`src/rtl/adc_result_pair.sv`:
```
module adc_result_pair #(
  parameter int RES_W = 10,
  parameter int ADDR_W = 8,
  parameter logic [ADDR_W-1:0] BASE_ADDR = 'h20
) (
  input  logic              clk,
  input  logic              rst_n,
  input  logic              just_right,
  input  logic              conv_done,
  input  logic [RES_W-1:0]  conv_value,
  input  logic              rd_en,
  input  logic [ADDR_W-1:0] rd_addr,
  output logic [7:0]        rd_data
);
  localparam int BYTE_W = 8;
  localparam int TOP_W = RES_W - BYTE_W;
  localparam int PAD_W = 2 * BYTE_W - RES_W;
  localparam logic [ADDR_W-1:0] HI_ADDR = BASE_ADDR;
  localparam logic [ADDR_W-1:0] LO_ADDR = BASE_ADDR + 1'b1;

  logic [RES_W-1:0] res_q;
  logic             lock_q;

  wire hi_rd = rd_en && (rd_addr == HI_ADDR);
  wire lo_rd = rd_en && (rd_addr == LO_ADDR);
  wire take  = conv_done && !hi_rd && (!lock_q || lo_rd);

  always_ff @(posedge clk) begin
    if (take) res_q <= conv_value;
  end

  always_ff @(posedge clk) begin
    if (!rst_n)     lock_q <= 1'b0;
    else if (hi_rd) lock_q <= 1'b1;
    else if (lo_rd) lock_q <= 1'b0;
  end

  wire [BYTE_W-1:0] left_hi  = res_q[RES_W-1 -: BYTE_W];
  wire [BYTE_W-1:0] left_lo  = {res_q[TOP_W-1:0], {PAD_W{1'b0}}};
  wire [BYTE_W-1:0] right_hi = {{PAD_W{1'b0}}, res_q[RES_W-1:BYTE_W]};
  wire [BYTE_W-1:0] right_lo = res_q[BYTE_W-1:0];

  assign rd_data = hi_rd ? (just_right ? right_hi : left_hi) :
                   lo_rd ? (just_right ? right_lo : left_lo) :
                   '0;

  p_hi_read_locks_r6: assert property (@(posedge clk) disable iff (!rst_n)
    hi_rd |=> lock_q);

  p_locked_drop_r6: assert property (@(posedge clk) disable iff (!rst_n)
    (lock_q && !lo_rd) |=> $stable(res_q));

  p_lo_read_unlocks_r7: assert property (@(posedge clk) disable iff (!rst_n)
    lo_rd |=> !lock_q);

  p_open_accept_r5: assert property (@(posedge clk) disable iff (!rst_n)
    (conv_done && !lock_q && !hi_rd) |=> (res_q == $past(conv_value)));

  p_unlock_accept_r7: assert property (@(posedge clk) disable iff (!rst_n)
    (conv_done && lo_rd) |=> (res_q == $past(conv_value)));

  p_idle_zero_r11: assert property (@(posedge clk) disable iff (!rst_n)
    !rd_en |-> (rd_data == '0));
endmodule

```
`config.mk`:
```
export PLATFORM = sky130hd
export DESIGN_NAME = adc_result_pair
export DESIGN_NICKNAME = d
export VERILOG_FILES = /design/src/rtl/adc_result_pair.sv
export SDC_FILE = /design/constraint.sdc
export NUM_CORES = 1
export LEC_CHECK = 0
export BUFFER_PORTS_ARGS = -buffer_cell sky130_fd_sc_hd__buf_2
export CELL_PAD_IN_SITES_DETAIL_PLACEMENT = 0
export CELL_PAD_IN_SITES_GLOBAL_PLACEMENT = 1
export CORE_MARGIN = 1
export CORE_UTILIZATION = 30
export CTS_CLUSTER_SIZE = 25
export DETAILED_ROUTE_END_ITERATION = 10
export HOLD_SLACK_MARGIN = 0.02
export PLACE_DENSITY_LB_ADDON = 0.15
export SLEW_MARGIN = 20
export SYNTH_ARGS = -nofsm -noshare
export SYNTH_HDL_FRONTEND = slang
export SYNTH_SLANG_ARGS = --single-unit
```
`constraint.sdc`:
```
create_clock -name clk -period 2.3 [get_ports clk]
set_clock_uncertainty 0.05 [all_clocks]
set_input_delay 0.46 -clock clk [delete_from_list [all_inputs] [get_ports clk]]
set_output_delay 0.46 -clock clk [all_outputs]
set_load 0.01 [all_outputs]
```
==> flow_metrics.py, run 1 <==
metrics = {
    "synthesis": {
        "synth_edf_count": 10,
        "netlist_top_cells_count": "edfxtp_1, nor2_1, a22oi_1",
        "yosys-top-cells-area": "edfxtp_1, nor4b_4, a22oi_1, nor2_1, dfxtp_1",
        "synth_area_per_cell_sq_um": 12.7,
        "syn_nets": 66,
        "syn_area_sq_um": 546,
        "synth_top_cell_area_share_pct": 55.0,
        "ys_ff_latch": 11,
        "synthArstFlopShare_pct": 0,
        "yosys.area.top_type": "edfxtp_1",
        "yosys_warnings": 0,
        "ys_seq_area_share_pct": 58.7,
        "yosysMostFrequentCell": "edfxtp_1",
        "synthCells": 43,
        "ys_types": 16,
        "ys.flop_type": "edfxtp_1",
    },
    "outcome": {
        "status": "finished clean",
    },
    "routing": {
        "drc": 0,
        "first_pass_iters": 3,
        "routed_via_density": 4.23,
        "finalWirelength_um": 951,
        "antenna_left": 0,
        "drtIter0Drc": 8,
        "routedWlPerCell_um": 9.32,
        "vias": 431,
    },
    "pwr": {
        "leakage_nw": 0.341,
        "irDropWorstVdd_v": 0.000288,
        "p_per_area_mw_per_mm2": 534,
    },
    "final_layout": {
        "fin_nets": 101,
        "antenna_cells": 0,
        "seq_area_sq_um": 320,
        "final_layout_size_suffix_gt1_share_pct": 49.4,
        "fillers": 158,
        "syn2layout_area_growth_pct": 38.5,
        "multi_input_area_sq_um": 213,
    },
    "sta": {
        "fmax_mhz": 522,
        "tightest_slew_ns": 0.331,
        "relSlewSlack_pct": 77.9,
        "fin_crit_sh_pct": 83.3,
        "worst_slack_ns": 0.384,
        "hold_viol_final": 0,
        "slew_violations": 0,
        "setup_tns_ns": 0,
        "finalSetupViolCount": 0,
        "period_minus_slack_ns": 1.92,
        "rsz0062_at_grt": "false",
    },
    "clock_tree": {
        "clockBufferDepth": 2,
        "cts_setup_buffers": 0,
        "clk_latency_ns": 0.25,
        "cts-resized-gates": 0,
        "cts.clk_slew.worst_paths_ns": 0.06,
        "cts_root_buf": "clkbuf_4",
        "cts_tree": "yes",
        "cts_sinks": 11,
        "htree_levels": 1,
        "cts_buffers": 3,
        "hold_buffers": 0,
    },
    "critical_path": {
        "path_cells": "buf_2, nor4b_4, nand2_2, a21oi_1, buf_2",
        "critical-path-top-delay-family": "simple AND/OR/NAND/NOR gates",
        "worstPathArrival_ns": 1.41,
        "startpoint_type": "input port",
        "crit_buf_inv": 2,
        "crit_slowest_cell": "nor4b_4",
        "crit_type": "in -> out",
        "worstPathRequired_ns": 1.79,
        "cp-end-kind": "primary output",
        "crit_top_cell": "buf_2",
        "max_stage_delay_ns": 0.34,
        "cp_max_fo": 9,
    },
    "global_route": {
        "antenna_found_initial": 0,
        "grt_use_total_pct": 9.27,
        "first_global_vias": 318,
        "grt_overflow": 0,
        "grt_max_degree": 11,
        "grt_pass1_wl_um": 1350,
    },
    "floorplanning": {
        "coreArea_sq_mm": 0.00171,
        "rows": 15,
        "die_area_sq_mm": 0.00199,
        "die_y_um": 44.6,
        "initial_core_util_pct": 31.9,
        "io_pins": 31,
        "die-width_um": 44.6,
    },
    "placed_design": {
        "pre_cts_ws_ns": 0.408,
        "numPortBuffers": 30,
        "hpwl_um": 811,
        "gp_congestion": 0.649,
    },
    "flow_run": {
        "cap_violations": 0,
    },
    "worst_hold_path": {
        "hold_path.class": "in -> reg",
    },
}
## power breakdown
group	internal (mW)	total, mW	switching [mW]	leakage [nW]
registers	0.230	0.234	0.00384	0.106
clock network	0.0667	0.120	0.0531	0.0150
logic	0.0273	0.0501	0.0228	0.220
## cell usage in the layout, fill, tap and decap left out, drive strengths merged
cell type,Yosys,layout
clkbuf,0,4
dfxtp,1,1
buf,1,31
and2,1,1
a2bb2oi,2,2
a311oi,1,1
a21oi,2,2
mux2i,2,2
mux2,1,1
inv,2,2
a22oi,5,5
edfxtp,10,10
nor2,8,8
nand2b,1,1
nand2,4,4
nor4b,2,2
## cell type report
cell class                      instances  area share (%)
Sequential cell                        11            42.4
Timing Repair Buffer                   31            20.9
Clock buffer                            4            3.48
Tap cell                               25            4.14
Inverter                                2           0.993
Multi-Input combinational cell         29            28.1
## through the flow
step	instance area (sq um)	total power, mW	cells	hold slack (ns)	utilization (%)
final	756	0.404	102	0.329	44.2
after floorplan	546	0.261	43	0.432	-
after global routing	756	0.426	102	0.312	44.2
after CTS	756	0.411	102	0.320	44.2
after detailed placement	729	0.289	98	0.465	42.7
after global placement	729	0.289	98	0.466	42.7
## sequential cells by signal, summed over array words and instances (netlist names)
register and flops:
res_q 10, lock_q 1
## routing by layer
| metal | part of all wire [%] | up-vias | track usage (%) |
|---|---|---|---|
| met5 | 0 | - | 0 |
| met4 | 0 | 0 | 5.45 |
| met3 | 7.3 | 0 | 2.04 |
| met2 | 46 | 20 | 12.6 |
| met1 | 47 | 182 | 13.3 |
| li1 | - | 229 | - |
## logic make-up after synthesis
kind of cell | count (synthesis) | synth area share (%)
DFF | 11 | 58.7
and+or+nand+nor | 16 | 19.7
buffers and inverters | 3 | 2.29
AOI/OAI and AO/OA | 10 | 13.5
muxes | 3 | 5.73
## final timing paths
check,start,endpoint,slack (ns),depth (start not counted)
hold / removal,conv_value[4],res_q[4]$_DFFE_PP_,0.33,1
setup / recovery,rd_addr[4],rd_data[7],0.38,5
hold reg to reg,lock_q$_SDFFE_PN0P_,lock_q$_SDFFE_PN0P_,0.47,2
setup reg to reg,lock_q$_SDFFE_PN0P_,res_q[5]$_DFFE_PP_,1.18,3
(Power assumes the default switching activity.)
==> run 2, diff against run 1 <==
CORE_UTILIZATION = 27   (was 30)
clock period = 1.7 ns   (was 2.3 ns; I/O delays follow)
==> run 2 against run 1 <==
Critical path depth did not move. Utilization fell by 0.71 points. Die area rose by 11%. Hold slack got worse by 0.13 ns. Critical path type unchanged. Combinational power rose by 45%.
==> flow_metrics.py, run 2 (synthesis results as in run 1) <==
metrics = {
    "outcome": {
        "status": "finished clean",
    },
    "global_route": {
        "grt_overflow": 0,
        "use_met1_pct": 12.4,
        "busiest_layer": "met2",
        "antenna_found_initial": 0,
        "met2_usage_pct": 15.8,
        "grt_max_degree": 11,
        "first_global_vias": 396,
        "grt_use_total_pct": 10.8,
        "grt_pass1_wl_um": 1540,
        "grt_util_met3_pct": 5.38,
    },
    "routing": {
        "first_pass_iters": 4,
        "routed_via_density": 4.36,
        "vias": 453,
        "routedWlPerCell_um": 9.85,
        "finalWirelength_um": 1020,
        "antenna_left": 0,
        "drtIter0Drc": 10,
        "drc": 0,
    },
    "pwr": {
        "power_frac_seq_pct": 57.3,
        "p_sw_share_pct": 20.3,
        "irDropWorstVdd_v": 0.000417,
        "leakage_nw": 0.360,
        "total_power_mw": 0.553,
        "p_sw_mw": 0.112,
        "clockPowerShare_pct": 29.6,
        "comb_power_share_pct": 13.1,
        "intPower_mw": 0.441,
        "p_per_area_mw_per_mm2": 705,
    },
    "clock_tree": {
        "cts_tree": "yes",
        "cts-resized-gates": 0,
        "cts_buffers": 3,
        "cts_sinks": 11,
        "htree_levels": 1,
        "clockBufferDepth": 2,
        "cts_root_buf": "clkbuf_4",
        "clk_latency_ns": 0.26,
        "cts_setup_buffers": 0,
        "cts.clk_slew.worst_paths_ns": 0.06,
        "hold_buffers": 0,
    },
    "final_layout": {
        "final_cell_mix": "buf_2, edfxtp_1, nor2_1",
        "regMostFlops": "res_q",
        "fin_nets": 103,
        "final_layout_size_suffix_gt1_share_pct": 53.2,
        "antenna_cells": 0,
        "fillers": 192,
        "final_cells": 104,
        "layout_commonest_cell": "buf_2",
        "reg_top3": "res_q (10), lock_q (1)",
        "syn2layout_area_growth_pct": 43.8,
        "stdcell_area_sq_um": 785,
        "largest_register_ffs": 10,
    },
    "critical_path": {
        "worstPathArrival_ns": 1.21,
        "r2r_setup_slack_ns": 0.55,
        "crit_type": "in -> out",
        "r2r_cells": 3,
        "cp-end-kind": "primary output",
        "cp_max_fo": 9,
        "startpoint_type": "input port",
        "worstPathRequired_ns": 1.31,
    },
    "sta": {
        "tightest_slew_ns": 0.411,
        "rsz0062_at_grt": "true",
        "finalSetupViolCount": 0,
        "setup_tns_ns": 0,
        "relSlewSlack_pct": 72.5,
        "hold_viol_final": 0,
        "slew_violations": 0,
        "fin_crit_sh_pct": 93.9,
        "period_minus_slack_ns": 1.60,
        "hold_slack_ns": 0.204,
        "fmax_mhz": 626,
    },
    "placed_design": {
        "hpwl_um": 878,
        "numPortBuffers": 30,
        "gp_congestion": 0.678,
        "dp.cells": 100,
        "dpl_cell_area_sq_um": 748,
    },
    "floorplanning": {
        "io_pins": 31,
        "coreArea_sq_mm": 0.00180,
        "rows": 15,
        "die-width_um": 47.0,
        "die_area_sq_mm": 0.00220,
        "die_y_um": 47.0,
        "initial_core_util_pct": 30.3,
    },
    "flow_run": {
        "cap_violations": 0,
    },
    "worst_hold_path": {
        "hold_path.class": "in -> reg",
        "hold_path_depth": 1,
    },
}
==> run 2: metrics by stage <==
stage	setup slack [ns]	util [%]
final	0.103	43.5
after floorplan	0.00786	-
after CTS	0.0625	43.0
after global routing	-0.00265	43.5
after detailed placement	0.00928	41.5
after global placement	-0.00538	41.5
==> run 2: path summary, 6_finish.rpt <==
kind | from | end
min | conv_value[8] | res_q[8]$_DFFE_PP_
max | rd_addr[1] | rd_data[6]
min reg2reg | lock_q$_SDFFE_PN0P_ | lock_q$_SDFFE_PN0P_
max reg2reg | lock_q$_SDFFE_PN0P_ | res_q[4]$_DFFE_PP_
==> run 2: routing by layer <==
layer	part of all wire [%]	wire, um
met4	1.6	16
met2	43	443
met5	0	0
met3	10	103
met1	45	460
==> run 2: power by group through the flow <==
stage / clock network (mW) / logic, mW / registers [mW]
global route: 0.190 / 0.0808 / 0.318
CTS: 0.171 / 0.0716 / 0.317
global placement: 0 / 0.0715 / 0.322
floorplan: 0 / 0.0329 / 0.320
detailed placement: 0 / 0.0713 / 0.323
finish: 0.164 / 0.0727 / 0.317
==> run 2: critical path, cell delays in order <==
cell	delay (ns)
buf_2	0.11
nor4b_4	0.34
nand2_4	0.14
nor2_1	0.14
buf_2	0.14
==> run 2: final cells by class <==
type | count | area, sq um | share of cell area, %
clock buffer | 4 | 26.3 | 3.35
inverter | 2 | 7.51 | 0.957
timing repair buffer | 33 | 173 | 22.0
tap | 25 | 31.3 | 3.99
multi-input combinational | 29 | 226 | 28.9
sequential | 11 | 320 | 40.8
==> run 3, diff against run 2 <==
CTS_CLUSTER_DIAMETER = 150   (was unset)
GPL_TIMING_DRIVEN = 0   (was unset)
==> run 3 against run 2 <==
Power is 0.69% higher. Sequential power hardly changed. Via count fell by 0.44%. Global-route usage is 0.34 points lower. Critical path depth stayed put. Wire length is 7.2% higher. Combinational power about the same. Critical path type unchanged. Critical endpoint is now rd_data[7]. Largest cell class unchanged. Largest power group unchanged.
==> flow_metrics.py, run 3 (synthesis results as in run 1) <==
metrics = {
    "sta": {
        "slew_violations": 0,
        "finalSetupViolCount": 0,
        "fin_crit_sh_pct": 94.7,
        "fmax_mhz": 621,
        "setup_tns_ns": 0,
        "tightest_slew_ns": 0.382,
        "relSlewSlack_pct": 74.0,
        "hold_viol_final": 0,
        "period_minus_slack_ns": 1.61,
    },
    "clock_tree": {
        "cts_tree": "yes",
        "cts_buffers": 3,
        "cts_sinks": 11,
        "clockBufferDepth": 2,
        "htree_levels": 1,
        "cts_root_buf": "clkbuf_4",
        "clk_latency_ns": 0.26,
        "cts.clk_slew.worst_paths_ns": 0.06,
    },
    "final_layout": {
        "fillers": 191,
        "largest_register_ffs": 10,
        "regMostFlops": "res_q",
        "syn2layout_area_growth_pct": 43.6,
        "layout_commonest_cell": "buf_2",
        "reg_top3": "res_q (10), lock_q (1)",
        "final_layout_size_suffix_gt1_share_pct": 52.6,
        "fin_nets": 102,
        "final_util_pct": 43.5,
        "antenna_cells": 0,
        "final_cell_mix": "buf_2, edfxtp_1, nor2_1",
        "final_cells": 103,
    },
    "critical_path": {
        "worstPathArrival_ns": 1.22,
        "startpoint_type": "input port",
        "cp_max_fo": 9,
        "crit_type": "in -> out",
        "worstPathRequired_ns": 1.31,
        "cp-end-kind": "primary output",
    },
    "floorplanning": {
        "die_y_um": 47.0,
        "initial_core_util_pct": 30.3,
        "rows": 15,
        "die_area_sq_mm": 0.00220,
        "io_pins": 31,
        "die-width_um": 47.0,
        "coreArea_sq_mm": 0.00180,
    },
    "placed_design": {
        "numPortBuffers": 30,
        "hpwl_um": 866,
        "dp.cells": 98,
        "gp_congestion": 0.702,
    },
    "global_route": {
        "grt_overflow": 0,
        "grt_pass1_wl_um": 1570,
        "grt_max_degree": 11,
        "grt_use_total_pct": 10.4,
        "antenna_found_initial": 0,
        "first_global_vias": 390,
    },
    "routing": {
        "antenna_left": 0,
        "drc": 0,
        "routedWlPerCell_um": 10.7,
        "drtIter0Drc": 12,
        "first_pass_iters": 4,
        "vias": 451,
        "routed_via_density": 4.38,
        "finalWirelength_um": 1100,
    },
    "worst_hold_path": {
        "hold_path.class": "in -> reg",
    },
    "flow_run": {
        "cap_violations": 0,
    },
    "pwr": {
        "p_per_area_mw_per_mm2": 711,
        "leakage_nw": 0.355,
        "irDropWorstVdd_v": 0.000331,
    },
    "outcome": {
        "status": "finished clean",
    },
}
==> run 3: final cells by class <==
| type | count | area (sq um) | share of cell area [%] |
|---|---|---|---|
| buffer | 1 | 5.00 | 0.639 |
| clock buffer | 4 | 26.3 | 3.35 |
| inverter | 2 | 7.51 | 0.958 |
| multi-input combinational | 29 | 235 | 30.0 |
| sequential | 11 | 320 | 40.9 |
| tap | 25 | 31.3 | 3.99 |
| timing repair buffer | 31 | 158 | 20.1 |
==> run 3: metal layers <==
layer  vias up  global-route usage [%]  wire, um  share of wire, %
met5         -                       0         0                 0
met4         0                    6.86         0                 0
met3         0                    1.92       101               9.2
met2        23                    16.7       509                46
met1       197                    12.8       488                44
li1        231                       -         -                 -
==> run 3: critical path: stages <==
cell,delay (ns)
buf_2,0.11
nor4b_4,0.37
nand2_4,0.13
a21oi_1,0.13
buf_2,0.14
==> run 3: metrics by stage <==
step	area, sq um	setup slack (ns)	power [mW]	hold slack [ns]
final	783	0.0894	0.557	0.200
after global routing	783	-0.00333	0.591	0.182
after CTS	766	0.0104	0.568	0.185
after detailed placement	731	-0.321	0.392	0.460
after global placement	731	-0.295	0.392	0.460
after floorplan	549	0.00786	0.353	0.389
==> run 3: final timing paths <==
kind                        from                  end  slack [ns]  cells past startpoint
max                   rd_addr[3]           rd_data[7]        0.09                      5
min                conv_value[1]   res_q[1]$_DFFE_PP_        0.20                      1
min reg2reg  lock_q$_SDFFE_PN0P_  lock_q$_SDFFE_PN0P_        0.47                      2
max reg2reg  lock_q$_SDFFE_PN0P_   res_q[4]$_DFFE_PP_        0.49                      2
==> run 3: what timing repair did <==
action                     CTS  global route
setup buffers                0             1
gates resized for setup      1             2
pin swaps                    0             2
setup endpoints to repair   10             8
hold buffers                 0             0
==> run 3: power by group <==
| group | switching (mW) | internal (mW) |
|---|---|---|
| registers | 0.00571 | 0.311 |
| logic | 0.0345 | 0.0385 |
| clock network | 0.0769 | 0.0906 |
| total | 0.117 | 0.440 |
